[config.mk]
export PLATFORM = sky130hd
export DESIGN_NAME = serial_shift_sub
export DESIGN_NICKNAME = d
export VERILOG_FILES = /design/src/rtl/serial_shift_sub_pkg.sv /design/src/rtl/sss_frame_ctl.sv /design/src/rtl/sss_operand_align.sv /design/src/rtl/sss_fa_cell.sv /design/src/rtl/serial_shift_sub.sv
export SDC_FILE = /design/constraint.sdc
export NUM_CORES = 1
export LEC_CHECK = 0
export ABC_AREA = 1
export BUFFER_PORTS_ARGS = -buffer_cell sky130_fd_sc_hd__buf_2
export CORE_MARGIN = 2
export CORE_UTILIZATION = 40
export CTS_BUF_LIST = sky130_fd_sc_hd__clkbuf_4 sky130_fd_sc_hd__clkbuf_8 sky130_fd_sc_hd__clkbuf_16
export CTS_CLUSTER_DIAMETER = 200
export DETAILED_ROUTE_END_ITERATION = 10
export PLACE_DENSITY = 0.7
export RECOVER_POWER = 100
export SLEW_MARGIN = 20
export SYNTH_ARGS = -nofsm -noshare
export SYNTH_HDL_FRONTEND = slang
export SYNTH_SLANG_ARGS = --single-unit
[constraint.sdc]
create_clock -name clk_i -period 3.8 [get_ports clk_i]
set_input_delay 0.95 -clock clk_i [delete_from_list [all_inputs] [get_ports clk_i]]
set_output_delay 0.95 -clock clk_i [all_outputs]
set_load 0.01 [all_outputs]
[src/rtl/serial_shift_sub_pkg.sv]
package serial_shift_sub_pkg;

    // Per-cycle control decoded from the frame counter
    typedef struct packed {
        logic first;    // adder works on result bit 0 this cycle
        logic b_live;   // shifted operand bit comes straight from the pin
        logic a_ext;    // adder works on the pad result bit: use held sign
        logic cap;      // last operand bit is on the pins: capture signs
    } sss_ctl_t;

    // Registered state of the serial full-adder cell
    typedef struct packed {
        logic carry;
        logic dif;
        logic start;
    } sss_fa_t;

endpackage

[src/rtl/sss_frame_ctl.sv]
module sss_frame_ctl
    import serial_shift_sub_pkg::*;
#(
    parameter int DATA_W = 8,
    parameter int SHIFT  = 3
) (
    input  logic     clk_i,
    input  logic     rst_ni,
    input  logic     sync_i,
    output sss_ctl_t ctl_o
);
    localparam int FRAME   = DATA_W + 1;
    localparam int CNT_W   = $clog2(FRAME);
    // frame cycle on which the adder handles the pad result bit
    localparam int EXT_CNT = (DATA_W + SHIFT) % FRAME;

    typedef struct packed {
        logic [CNT_W-1:0] cnt;
    } state_t;

    state_t           st_d, st_q;
    logic [CNT_W-1:0] cur;

    always_comb begin
        st_d = st_q;
        cur  = sync_i ? '0 : st_q.cnt;
        if (cur == CNT_W'(FRAME - 1)) begin
            st_d.cnt = '0;
        end else begin
            st_d.cnt = cur + 1'b1;
        end
        ctl_o.first  = (cur == CNT_W'(SHIFT));
        ctl_o.b_live = (cur >= CNT_W'(SHIFT)) && (cur <= CNT_W'(DATA_W - 1));
        ctl_o.a_ext  = (cur == CNT_W'(EXT_CNT));
        ctl_o.cap    = (cur == CNT_W'(DATA_W - 1));
    end

    always_ff @(posedge clk_i or negedge rst_ni) begin
        if (!rst_ni) begin
            st_q <= '0;
        end else begin
            st_q <= st_d;
        end
    end

endmodule

[src/rtl/sss_operand_align.sv]
module sss_operand_align
    import serial_shift_sub_pkg::*;
#(
    parameter int DATA_W = 8,
    parameter int SHIFT  = 3
) (
    input  logic     clk_i,
    input  logic     rst_ni,
    input  logic     min_i,
    input  logic     shf_i,
    input  sss_ctl_t ctl_i,
    output logic     min_bit_o,
    output logic     shf_bit_o
);
    localparam int DLY_W = (SHIFT > 0) ? SHIFT : 1;

    typedef struct packed {
        logic [DLY_W-1:0] dly;       // realigns the unshifted operand
        logic             min_sign;  // held sign of the unshifted operand
        logic             shf_sign;  // held sign of the shifted operand
    } state_t;

    state_t st_d, st_q;
    logic   min_late;

    generate
        if (SHIFT > 0) begin : g_delay
            assign min_late = st_q.dly[DLY_W-1];
        end else begin : g_direct
            assign min_late = min_i;
        end
    endgenerate

    always_comb begin
        st_d     = st_q;
        st_d.dly = DLY_W'({st_q.dly, min_i});
        if (ctl_i.cap) begin
            st_d.min_sign = min_i;
            st_d.shf_sign = shf_i;
        end
        min_bit_o = ctl_i.a_ext  ? st_q.min_sign : min_late;
        shf_bit_o = ctl_i.b_live ? shf_i         : st_q.shf_sign;
    end

    always_ff @(posedge clk_i or negedge rst_ni) begin
        if (!rst_ni) begin
            st_q <= '0;
        end else begin
            st_q <= st_d;
        end
    end

endmodule

[src/rtl/sss_fa_cell.sv]
module sss_fa_cell
    import serial_shift_sub_pkg::*;
(
    input  logic clk_i,
    input  logic rst_ni,
    input  logic min_bit_i,
    input  logic shf_bit_i,
    input  logic first_i,
    output logic dif_o,
    output logic start_o
);
    sss_fa_t st_d, st_q;
    logic    x, y, cin, half;

    always_comb begin
        st_d     = st_q;
        x        = shf_bit_i;
        y        = ~min_bit_i;              // negate: invert, +1 via carry
        cin      = first_i ? 1'b1 : st_q.carry;
        half     = x ^ y;
        st_d.dif   = half ^ cin;
        st_d.carry = (x & y) | (cin & half);
        st_d.start = first_i;
    end

    always_ff @(posedge clk_i or negedge rst_ni) begin
        if (!rst_ni) begin
            st_q <= '0;
        end else begin
            st_q <= st_d;
        end
    end

    assign dif_o   = st_q.dif;
    assign start_o = st_q.start;

endmodule

[src/rtl/serial_shift_sub.sv]
module serial_shift_sub
    import serial_shift_sub_pkg::*;
#(
    parameter int DATA_W = 8,
    parameter int SHIFT  = 3
) (
    input  logic clk_i,
    input  logic rst_ni,
    input  logic sync_i,
    input  logic min_i,
    input  logic shf_i,
    output logic dif_o,
    output logic dif_start_o
);
    sss_ctl_t ctl;
    logic     min_bit, shf_bit;

    sss_frame_ctl #(.DATA_W(DATA_W), .SHIFT(SHIFT)) ctl_i (
        .clk_i  (clk_i),
        .rst_ni (rst_ni),
        .sync_i (sync_i),
        .ctl_o  (ctl)
    );

    sss_operand_align #(.DATA_W(DATA_W), .SHIFT(SHIFT)) align_i (
        .clk_i     (clk_i),
        .rst_ni    (rst_ni),
        .min_i     (min_i),
        .shf_i     (shf_i),
        .ctl_i     (ctl),
        .min_bit_o (min_bit),
        .shf_bit_o (shf_bit)
    );

    sss_fa_cell fa_i (
        .clk_i     (clk_i),
        .rst_ni    (rst_ni),
        .min_bit_i (min_bit),
        .shf_bit_i (shf_bit),
        .first_i   (ctl.first),
        .dif_o     (dif_o),
        .start_o   (dif_start_o)
    );

endmodule

After elaboration in Yosys (flattened, before gate mapping)

Index checks and enable logic that the tools add are counted.
Widths: inputs -> output; s select.

Flip-flop bits (word level): 12
Bits in latches: 0
Memory bits (writable): 0
Memory bits (read-only): 0
Memories: 0

$add $sub $neg: 1
Multipliers: 0
Divide/modulo/power cells: 0
Magnitude comparators: 2
Equality and inequality tests: 4
Shifts and indexed selects: 0
Muxes and demuxes: 5
Bitwise gates (word level): 6
Reduce and logical (&&, ||, !) cells: 1

Operator list:

| cell                | count |
|---|---|
| $eq 4x2->1 const B  | 2 |
| $mux 4              | 2 |
| $add 4x1->4 const B | 1 |
| $eq 4x3->1 const B  | 1 |
| $eq 4x4->1 const B  | 1 |
| $ge 4x2->1 const B  | 1 |
| $le 4x3->1 const B  | 1 |
| $mux 1              | 3 |
| $and 1x1->1         | 2 |
| $xor 1x1->1         | 2 |
| $logic_and 1x1->1   | 1 |
| $not 1->1           | 1 |
| $or 1x1->1          | 1 |

Longest topological paths before layout

Gate-level depths: netlist of run 1.

Depth after elaboration: 7
Depth in mapped cells: 11
Mapped depth without buffers: 11

Hierarchy

Synthesis of run 1 repeated with hierarchy kept, for this count alone.

Cell total of the unflattened synthesis: 59
Area, all modules: 545.5 um^2

Modules (own cells, without submodules):

| module            | instances | cells each | area an instance (um^2) |
|---|---|---|---|
| sss_frame_ctl     | 1         | 31         | 254.0 |
| sss_operand_align | 1         | 20         | 181.4 |
| sss_fa_cell       | 1         | 8          | 110.1 |

Worst setup path before layout of run 1

Ideal clock, no wire load.

Path kind: input to register
Start point: input port sync_i
End point: register fa_i.st_q, in the netlist fa_i.dif_o
Library setup time: 114 ps
Data arrival time: 2183 ps
Required time: 3686 ps
Setup slack: 1503 ps
Stages: 11
Cells stage by stage: inv_2 > nand2_1 > inv_1 > ha_1 > inv_1 > nand2_1 > nand2_1 > nand2_1 > nand2_1 > fa_1 > inv_1

RTL lines:

| element                | RTL line              | source |
|---|---|---|
| start: declaration     | serial_shift_sub.sv:9 | `input logic sync_i,` |
| end signal: assignment | sss_fa_cell.sv:30     | `st_q <= st_d;` |
| end: declaration       | sss_fa_cell.sv:12     | `sss_fa_t st_d, st_q;` |

==> metrics.txt, run 1 <==
compound-gate portion of the synthesized area=0.0266; number of buffers inserted by port buffering=6; worst-margin pin slew=611 ps; clock-pin slew of the registers on the worst-case setup and hold paths=80 ps; average via count per standard cell=4.39; Setup Crit Path Kind=in2reg; Detailed Route WL=826 um; post-synthesis async set-or-reset flop share=1.00; Cell Count, Final, Fillers Out=88; Num CTS Buffers=3; largest driver fanout on the critical path=4; Max Clock Skew=2.02 ps; post-CTS setup buffer count=0; critical path endpoint category=flip-flop; family with the most delay on the worst path=adder cells; detailed-router iteration count before antenna repair=4; Post-Synth Adder-Cell Area=0.102; Syn Inst Count=63; highest clock frequency the design can meet=431 MHz; Synth Area in Simple Gates=0.239; largest family of logic cells by synthesized area=simple AND/OR/NAND/NOR gates; initial DRC count=4; number of enable-type register cells in the synthesized netlist=0; Bufs and invs on worst path=3; sum of negative setup slack=0 ps; number of antenna diodes=0; Hold WC Path Type=reg2reg; routability congestion estimate=0.834; global-route wire length before repair=1.55 mm; xor/xnor cell area share of the yosys netlist=0; slowest stage delay, CP=530 ps; final core occ=0.479; critical path cell sequence=clkbuf_1, nor2_1, ha_1, inv_1, nand2_1, nand2_1, nand2_1, nand2_1, fa_1, inv_1; proportion of netlist area held by the largest area contributor=0.532; All-Layer GR Usage=0.120; fillcell total=130; Final setup violation count=0; flip-flop and latch count after synthesis=12; setup repair after global routing missed its margin=no; total design power=0.305 mW; maximum number of pins on one net before global-route repair=13; vias after detailed routing=386; Crit. path cell count=10; count of final hold-check violations=0; top cells by area in the synthesized netlist=dfrtp_1 (53%), nand2_1 (10%), inv_1 (8.6%), ha_1 (6.7%), fa_1 (3.5%); most instantiated cells after synthesis=nand2_1 (15), inv_1 (13), dfrtp_1 (12), nor2_1 (5); std cell rows=13; Die Height=41.6 um; critical path's slowest cell=fa_1; final slew viol count=0; max-cap violations=0; number of antenna violations at the first check in global routing=0; Rel. slew slack=0.592; clock tree from TritonCTS=built; cell area after layout=631 um2; number of cells traversed by the worst hold path=0; Synth warnings=0; data required time at the worst endpoint=3980 ps; arrival time of the worst setup path=2500 ps; post-synth top area cell=dfrtp_1; Final Cycle Share=0.611; proportion of synthesized chip area in sequential cells=0.532; most numerous cell in the Yosys netlist=nand2_1; final-stage net count=83; Post-DRT Antenna Nets=0; clock latency reported for the late side of the worst-skew pair=280 ps; Post-Synthesis Net Count=72; unique cell type count in the Yosys netlist=13; number of global-route vias before repair=370; Final min period=2320 ps; most instantiated flip-flop cell in the synthesis netlist=dfrtp_1; number of levels the H-tree was split into=1; DRC violation count after routing=0; kind of launch point of the worst setup path=input port; leakage dissipation=0.340 nW; IR Drop Worst-Case VDD=0.216 mV; post-cts resize count=0; grt ovf=0; initial core utilization=0.428; ratio of cells with drive above 1 in the final layout=0.137; worst reg-to-reg path cell count=10; CTS Buffer Depth=2; routed length per instance=9.39 um; Post-Place Cell Area=613 um2; total clock sinks=12; crit-path most repeated cell=nand2_1; PD cells=484 nW/um2; mux contribution to synthesized area=0; Mapped Avg Cell Area=8.96 um2; placed cell count=84; Die Span X=41.6 um; result of the run=completed; area growth from synthesis to layout=11.8%; area of the placeable core=1320 um2; Cell Area, Synth=564 um2; die outline area=1730 um2; DP Wirelength=620 um; count of hold buffers inserted by post-cts repair=0; clock root buffer=clkbuf_4; Boundary Pins=7
==> report_power, final <==
part	switching [mW]	internal, mW
logic	0.0310	0.0175
clock network	0.0459	0.0583
registers	0.00675	0.146
==> placed cells by master (no fill, tap or decap) <==
| cell | n |
|---|---|
| nand2_1 | 15 |
| inv_1 | 13 |
| dfrtp_1 | 12 |
| nor2_1 | 6 |
| clkbuf_1 | 5 |
| nand3_1 | 4 |
| o21ai_1 | 3 |
| ha_1 | 3 |
| clkbuf_4 | 3 |
| nor2_2 | 2 |
| inv_2 | 2 |
| nand2_2 | 1 |
| nor3_1 | 1 |
| fa_1 | 1 |
| clkbuf_8 | 1 |
| buf_2 | 1 |
==> layer usage <==
layer,vias to the layer above,share of wire,GRT usage
met2,9,0.43,0.175
met5,-,0,0
met1,168,0.51,0.152
met3,4,0.041,0.0391
met4,0,0.023,0.0774
li1,205,-,-
==> per-stage QoR <==
step,setup WS [ps],hold slack (ps)
after global placement,1300,333
final,1480,352
after CTS,1530,352
after global routing,1290,363
after floorplan,1500,331
after detailed placement,1260,335
==> worst register-to-register path, cell delays in order, from the launching register on <==
cell and delay (ps):
dfrtp_1 330, inv_1 40, nor2_1 230, ha_1 250, inv_1 60, nand2_1 100, nand2_1 60, nand2_1 50
nand2_1 70, fa_1 530, inv_1 40
==> path summary, 6_finish.rpt <==
kind | endpoint | slack [ps] | from
max | fa_i.dif_o$_DFF_PN0_ | 1480 | sync_i
min | align_i.min_late$_DFF_PN0_ | 350 | align_i.st_d[4]$_DFF_PN0_
max reg2reg | fa_i.dif_o$_DFF_PN0_ | 1960 | ctl_i.st_q[0]$_DFF_PN0_
min reg2reg | align_i.min_late$_DFF_PN0_ | 350 | align_i.st_d[4]$_DFF_PN0_
max in group asynchronous | align_i.st_q[0]$_DFFE_PN0P_ | 2760 | rst_ni
min in group asynchronous | ctl_i.st_q[1]$_DFF_PN0_ | 650 | rst_ni
==> area by class of cell <==
type / count / area [um2] / share of cell area
clock buffers: 4 / 36.3 / 0.0575
flip-flops and latches: 12 / 300 / 0.476
repair buffers: 6 / 23.8 / 0.0377
multi-input cells: 36 / 195 / 0.310
well taps: 15 / 18.8 / 0.0298
inverters: 15 / 56.3 / 0.0893
==> state kept, by name, indices dropped and copies added (netlist names) <==
| register | flops |
|---|---|
| align_i.st_d | 2 |
| fa_i.st_q | 1 |
| ctl_i.st_q | 4 |
| align_i.st_q | 2 |
| align_i.min_late | 1 |
| fa_i.start_o | 1 |
| fa_i.dif_o | 1 |
==> kinds of logic (layout without fill, tap and decap cells) <==
| kind of cell | after synthesis | count (layout) |
|---|---|---|
| DFF | 12 | 12 |
| and+or+nand+nor | 29 | 29 |
| buffers and inverters | 15 | 25 |
| adders and majority gates | 4 | 4 |
| AOI/OAI and AO/OA | 3 | 3 |
Power figures use the tool's default switching activity.
==> run 2: changes to the inputs <==
--- a/config.mk
+++ b/config.mk
@@ -5,14 +5,14 @@
 export SDC_FILE = /design/constraint.sdc
 export NUM_CORES = 1
 export LEC_CHECK = 0
-export ABC_AREA = 1
+export ABC_AREA = 0
 export BUFFER_PORTS_ARGS = -buffer_cell sky130_fd_sc_hd__buf_2
 export CORE_MARGIN = 2
 export CORE_UTILIZATION = 40
 export CTS_BUF_LIST = sky130_fd_sc_hd__clkbuf_4 sky130_fd_sc_hd__clkbuf_8 sky130_fd_sc_hd__clkbuf_16
 export CTS_CLUSTER_DIAMETER = 200
 export DETAILED_ROUTE_END_ITERATION = 10
-export PLACE_DENSITY = 0.7
+export PLACE_DENSITY = 0.72
 export RECOVER_POWER = 100
 export SLEW_MARGIN = 20
 export SYNTH_ARGS = -nofsm -noshare
==> constraint.sdc (replaced) <==
create_clock -name clk_i -period 2.04 [get_ports clk_i]
set_input_delay 0.51 -clock clk_i [delete_from_list [all_inputs] [get_ports clk_i]]
set_output_delay 0.51 -clock clk_i [all_outputs]
set_load 0.01 [all_outputs]
==> run 2 against run 1 <==
Against the previous run: routed wire length is 13% higher; combinational power is 83% higher; synthesized cell count is 27% lower; sequential cell count stayed put; critical endpoint unchanged; highest routed layer unchanged.
==> metrics.txt, run 2 <==
flip-flop and latch count after synthesis=12 (unchanged); ratio of cells with drive above 1 in the final layout=0.169 (+0.0325); unique cell type count in the Yosys netlist=19 (+6); placed cell count=70 (-17%); proportion of synthesized chip area in sequential cells=0.543 (+0.0108); cell area after layout=643 um2 (+2.0%); leakage dissipation=0.322 nW (-5.3%); kind of launch point of the worst setup path=input port; area of the placeable core=1300 um2 (-1.2%); final slew viol count=0 (unchanged); data required time at the worst endpoint=2220 ps (-1760 ps); post-synthesis async set-or-reset flop share=1.00 (unchanged); top cells by area in the synthesized netlist=dfrtp_1 (54%), ha_1 (6.8%), mux2_4 (5.4%), nand2b_1 (4.5%), fa_1 (3.6%); initial DRC count=2 (-2); largest driver fanout on the critical path=3 (-1); Die Span X=41.2 um (-0.90%); setup repair after global routing missed its margin=no; number of levels the H-tree was split into=1 (unchanged); post-cts resize count=0 (unchanged); final-stage net count=69 (-17%); average via count per standard cell=4.95 (+13%); critical path endpoint category=flip-flop; routed length per instance=12.6 um (+34%); Detailed Route WL=930 um (+13%); Final min period=1830 ps; clock latency reported for the late side of the worst-skew pair=280 ps (about the same); Final Cycle Share=0.896; Max Clock Skew=7.93 ps (+5.92 ps); IR Drop Worst-Case VDD=0.356 mV (+65%); number of antenna violations at the first check in global routing=0 (unchanged); worst-margin pin slew=609 ps (-2.58 ps); Largest Register=ctl_i.st_q; Rel. slew slack=0.594 (+0.00172); Die Height=41.2 um (-0.90%); All-Layer GR Usage=0.158 (+0.0378); proportion of netlist area held by the largest area contributor=0.543 (+0.0108); Num CTS Buffers=3 (unchanged); max-cap violations=0 (unchanged); PD cells=881 nW/um2 (+82%); count of final hold-check violations=0 (unchanged); vias after detailed routing=366 (-5.2%); Hold WC Path Type=in2async; Post-DRT Antenna Nets=0 (unchanged); Synth warnings=0 (unchanged); Mapped Avg Cell Area=12.0 um2 (+34%); number of global-route vias before repair=385 (+4.1%); minimum setup slack in the final design=213 ps (-1260 ps); Syn Inst Count=46 (-27%); most numerous cell in the Yosys netlist=dfrtp_1; grt ovf=0 (unchanged); Cell Count, Final, Fillers Out=74 (-16%); clock-pin slew of the registers on the worst-case setup and hold paths=80 ps (about the same); post-synth top area cell=dfrtp_1; total clock sinks=12 (unchanged); count of hold buffers inserted by post-cts repair=0 (unchanged); number of antenna diodes=0 (unchanged); std cell rows=13 (unchanged); most instantiated cells after synthesis=dfrtp_1 (12), inv_1 (5), nand2b_1 (4), ha_1 (3); reg-to-reg slack, setup=220 ps (-1740 ps); DP Wirelength=742 um (+20%); DRC violation count after routing=0 (unchanged); highest clock frequency the design can meet=547 MHz; arrival time of the worst setup path=2010 ps (-490 ps); number of buffers inserted by port buffering=6 (unchanged); total design power=0.566 mW (+86%); Final setup violation count=0 (unchanged); most common cell after layout, fill and taps aside=dfrtp_1; clock root buffer=clkbuf_4; number of enable-type register cells in the synthesized netlist=0 (unchanged); Post-Synthesis Net Count=55 (-24%); routability congestion estimate=0.777 (-6.8%); detailed-router iteration count before antenna repair=3 (-1); die outline area=1700 um2 (-1.8%); Post-Place Cell Area=624 um2 (+1.8%); Setup Crit Path Kind=in2reg; Boundary Pins=7 (unchanged); worst setup slack after placement=-96.3 ps (-1350 ps); flip-flop count of the largest register, all copies and words added=4 (unchanged); CTS Buffer Depth=2 (unchanged); clock tree from TritonCTS=built; post-CTS setup buffer count=0 (unchanged); Cell Area, Synth=553 um2 (-2.0%); most used cells in the layout excluding fill and tap cells=dfrtp_1 (12), inv_1 (5), clkbuf_1 (5), nand2b_1 (4), clkbuf_4 (4); area growth from synthesis to layout=16.3%; maximum number of pins on one net before global-route repair=13 (unchanged); initial core utilization=0.425 (-0.00330); global-route wire length before repair=1.57 mm (+0.90%); most instantiated flip-flop cell in the synthesis netlist=dfrtp_1; result of the run=completed
[run 2: changes by cell type after synthesis, sizes merged, moves of 2 or more]
cell and delta:
nand2b +4, inv -10, o21bai +2, mux2 +3
a21oi +2, nand3 -2, nand2 -14, nor2 -6
[run 2: cells by family (layout without fill, tap and decap cells)]
group	count (synthesis)	in the layout	synth area share
AO/OA/AOI/OAI	7	7	0.0747
adder cells (fa/ha/maj)	4	4	0.104
buffers and inverters	5	18	0.0339
flip-flops	12	12	0.543
multiplexers	4	4	0.0928
AND/OR/NAND/NOR	14	14	0.152
[run 2: layer usage]
layer  GRT usage  part of all wire  up-vias
met5           0                 0        -
met4      0.0726             0.023        0
met3      0.0815             0.051        5
met2       0.273              0.53        7
met1       0.154              0.40      176
li1            -                 -      178
[run 2: through the flow]
stage | util | hold WS, ps | TNS [ps]
2_1_floorplan | - | 214 | 0
3_3_place_gp | 0.480 | 337 | -51.1
3_5_place_dp | 0.480 | 336 | -96.3
4_1_cts | 0.508 | 93.7 | 0
5_1_grt | 0.494 | 275 | 0
6_report | 0.494 | 205 | 0
[run 2: path summary, 6_finish.rpt]
check                                           from                          to  cells past startpoint
max reg2reg                  ctl_i.st_q[0]$_DFF_PN0_        fa_i.dif_o$_DFF_PN0_                      7
max                                           sync_i        fa_i.dif_o$_DFF_PN0_                      8
min in group clk_i                             min_i   align_i.st_d[3]$_DFF_PN0_                      1
min reg2reg                align_i.st_d[3]$_DFF_PN0_   align_i.st_d[4]$_DFF_PN0_                      0
max in group asynchronous                     rst_ni  align_i.min_late$_DFF_PN0_                      1
min                                           rst_ni     ctl_i.st_q[0]$_DFF_PN0_                      1
[run 2: critical path, cell delays in order]
cell,delay [ps]
buf_2,110
and2b_1,210
inv_1,60
ha_1,170
nand2_1,60
mux2_1,350
fa_1,500
inv_1,40
[run 2: final cells by class]
class | instances | area, um2
repair buffers | 9 | 43.8
clock buffers | 4 | 36.3
multi-input cells | 29 | 225
fillers | 139 | 658
well taps | 15 | 18.8
flip-flops and latches | 12 | 300
inverters | 5 | 18.8
[run 2: where the power goes]
| group | switching, mW | internal (mW) | leakage, nW |
|---|---|---|---|
| Sequential | 0.0165 | 0.270 | 0.151 |
| Clock | 0.0824 | 0.109 | 0.0210 |
| Combinational | 0.0493 | 0.0396 | 0.150 |
| Total | 0.148 | 0.418 | 0.322 |
==> run 3: changes to the inputs <==
--- a/config.mk
+++ b/config.mk
@@ -7,12 +7,16 @@
 export LEC_CHECK = 0
 export ABC_AREA = 0
 export BUFFER_PORTS_ARGS = -buffer_cell sky130_fd_sc_hd__buf_2
+export CELL_PAD_IN_SITES_DETAIL_PLACEMENT = 1
+export CELL_PAD_IN_SITES_GLOBAL_PLACEMENT = 2
+export CORE_ASPECT_RATIO = 0.9
 export CORE_MARGIN = 2
-export CORE_UTILIZATION = 40
+export CORE_UTILIZATION = 31
 export CTS_BUF_LIST = sky130_fd_sc_hd__clkbuf_4 sky130_fd_sc_hd__clkbuf_8 sky130_fd_sc_hd__clkbuf_16
 export CTS_CLUSTER_DIAMETER = 200
+export CTS_CLUSTER_SIZE = 14
 export DETAILED_ROUTE_END_ITERATION = 10
-export PLACE_DENSITY = 0.72
+export PLACE_DENSITY = 0.79
 export RECOVER_POWER = 100
 export SLEW_MARGIN = 20
 export SYNTH_ARGS = -nofsm -noshare
==> run 3 against run 2 <==
Against the previous run: register-to-register slack about the same; core utilization is 11 points lower; non-clock buffer count unchanged; via count decreased by 2.5%; maximum frequency decreased by 1.7%; combinational power hardly changed; sequential share of layout area down 0.80 points; global-route usage is 3.2 points lower; sequential cell count stayed put; total power decreased by 0.91%; worst setup slack got worse by 32 ps; cell area is 1.8% higher; largest cell class unchanged; largest power group unchanged.
==> metrics.txt, run 3 (synthesis gave the netlist of run 2 again) <==
number of antenna diodes=0 (unchanged); All-Layer GR Usage=0.126 (-0.0318); Max Clock Skew=3.39 ps (-4.54 ps); area of the placeable core=1680 um2 (+29%); routed length per instance=11.9 um (-5.3%); family with the most delay on the worst path=adder cells; most used cells in the layout excluding fill and tap cells=dfrtp_1 (12), inv_1 (5), clkbuf_1 (5), nand2b_1 (4), clkbuf_4 (4); die outline area=2140 um2 (+26%); max-cap violations=0 (unchanged); crit-path most repeated cell=inv_1; Die Height=44.1 um (+7.0%); total clock sinks=12 (unchanged); count of hold buffers inserted by post-cts repair=0 (unchanged); fillcell total=203 (+46%); maximum number of pins on one net before global-route repair=13 (unchanged); Boundary Pins=7 (unchanged); vias after detailed routing=357 (-2.5%); Multi-input gate area=225 um2 (unchanged); DP Wirelength=756 um (+1.9%); Detailed Route WL=988 um (+6.2%); clock latency reported for the late side of the worst-skew pair=270 ps (about the same); PD cells=858 nW/um2 (-2.6%); Rel. slew slack=0.553 (-0.0415); ratio of cells with drive above 1 in the final layout=0.169 (unchanged); data required time at the worst endpoint=2210 ps (about the same); detailed-router iteration count before antenna repair=2 (-1); flip-flop count of the largest register, all copies and words added=4 (unchanged); grt ovf=0 (unchanged); number of buffers inserted by port buffering=6 (unchanged); DRC violation count after routing=0 (unchanged); total design power=0.561 mW (-0.91%); sum of negative setup slack=0 ps (unchanged); highest clock frequency the design can meet=538 MHz (-1.7%); Final min period=1860 ps (+31.7 ps); worst setup slack after placement=-116 ps (-20.0 ps); largest driver fanout on the critical path=3 (unchanged); Crit. path cell count=8 (unchanged); Post-DRT Antenna Nets=0 (unchanged); post-cts resize count=0 (unchanged); cell area after layout=654 um2 (+1.8%); arrival time of the worst setup path=2030 ps (+20 ps); Bufs and invs on worst path=3 (unchanged); std cell rows=14 (+1); result of the run=completed; met1 usage in global routing=0.142 (-0.0125); global-route wire length before repair=1.88 mm (+20%); leakage dissipation=0.322 nW (unchanged); critical path endpoint category=flip-flop; Hold WC Path Type=in2async; area growth from synthesis to layout=18.3%; IR Drop Worst-Case VDD=0.362 mV (+1.8%); minimum setup slack in the final design=181 ps (-31.7 ps); fraction of met3 tracks used by global routing=0.0608 (-0.0207); number of antenna violations at the first check in global routing=0 (unchanged); Largest Register=ctl_i.st_q; initial DRC count=1 (-1); kind of launch point of the worst setup path=input port; post-CTS setup buffer count=0 (unchanged); Setup Crit Path Kind=in2reg; clock root buffer=clkbuf_4; Final setup violation count=0 (unchanged); most common cell after layout, fill and taps aside=dfrtp_1; grt met2 use=0.203 (-0.0707); clock-pin slew of the registers on the worst-case setup and hold paths=80 ps (about the same); slowest stage delay, CP=500 ps (about the same); average via count per standard cell=4.30 (-13%); Num CTS Buffers=3 (unchanged); final slew viol count=0 (unchanged); Post-Place Cell Area=636 um2 (+1.8%); worst-margin pin slew=671 ps (+62.3 ps); critical path cell sequence=buf_2, and2b_1, inv_1, ha_1, nand2_1, mux2_1, fa_1, inv_1; count of final hold-check violations=0 (unchanged); Die Span X=48.5 um (+18%); routability congestion estimate=0.717 (-7.8%); critical path's slowest cell=fa_1; clock tree from TritonCTS=built; setup repair after global routing missed its margin=no; register area=300 um2 (unchanged); number of global-route vias before repair=425 (+10%); Top Usage Layer GRT=met2; worst reg-to-reg path cell count=7 (unchanged); CTS Buffer Depth=2 (unchanged); Final Cycle Share=0.911 (+0.0155); number of levels the H-tree was split into=1 (unchanged); final-stage net count=69 (unchanged); initial core utilization=0.329 (-0.0961)
-- run 3: layout make-up --
cell class                      count  share of cell area
Tap cell                           24              0.0459
Inverter                            5              0.0287
Timing Repair Buffer                9              0.0669
Clock buffer                        4              0.0554
Multi-Input combinational cell     29               0.344
Sequential cell                    12               0.459
-- run 3: stage by stage --
stage          utilization  cells  hold slack (ps)
4_1_cts              0.400     83              106
5_1_grt              0.389     83              279
3_5_place_dp         0.378     79              362
3_3_place_gp         0.378     79              332
2_1_floorplan            -     46              214
6_report             0.389     83              239
-- run 3: per-layer routing --
layer	part of all wire	up-vias
met5	0	-
met4	0.019	0
met3	0.037	2
met2	0.46	7
met1	0.48	173
li1	-	175
-- run 3: where the power goes --
group | total (mW) | switching (mW) | internal, mW
clock | 0.187 | 0.0786 | 0.108
combinational | 0.0888 | 0.0490 | 0.0398
sequential | 0.285 | 0.0154 | 0.270
total | 0.561 | 0.143 | 0.418
-- run 3: path summary, 6_finish.rpt --
kind / start / endpoint / slack [ps]
setup reg to reg: ctl_i.st_q[0]$_DFF_PN0_ / fa_i.dif_o$_DFF_PN0_ / 210
hold reg to reg: align_i.st_d[3]$_DFF_PN0_ / align_i.st_d[4]$_DFF_PN0_ / 360
hold / removal: rst_ni / align_i.min_late$_DFF_PN0_ / 240
min in group clk_i: min_i / align_i.st_d[3]$_DFF_PN0_ / 360
max in group asynchronous: rst_ni / align_i.st_d[3]$_DFF_PN0_ / 1370
setup / recovery: sync_i / fa_i.dif_o$_DFF_PN0_ / 180
-- run 3: worst reg2reg max path, delay by kind of cell (launching register included) --
family / cells / cell delay, ps
adders and majority gates: 2 / 660
buffers and inverters: 2 / 100
DFF: 1 / 390
muxes: 1 / 340
and+or+nand+nor: 2 / 250
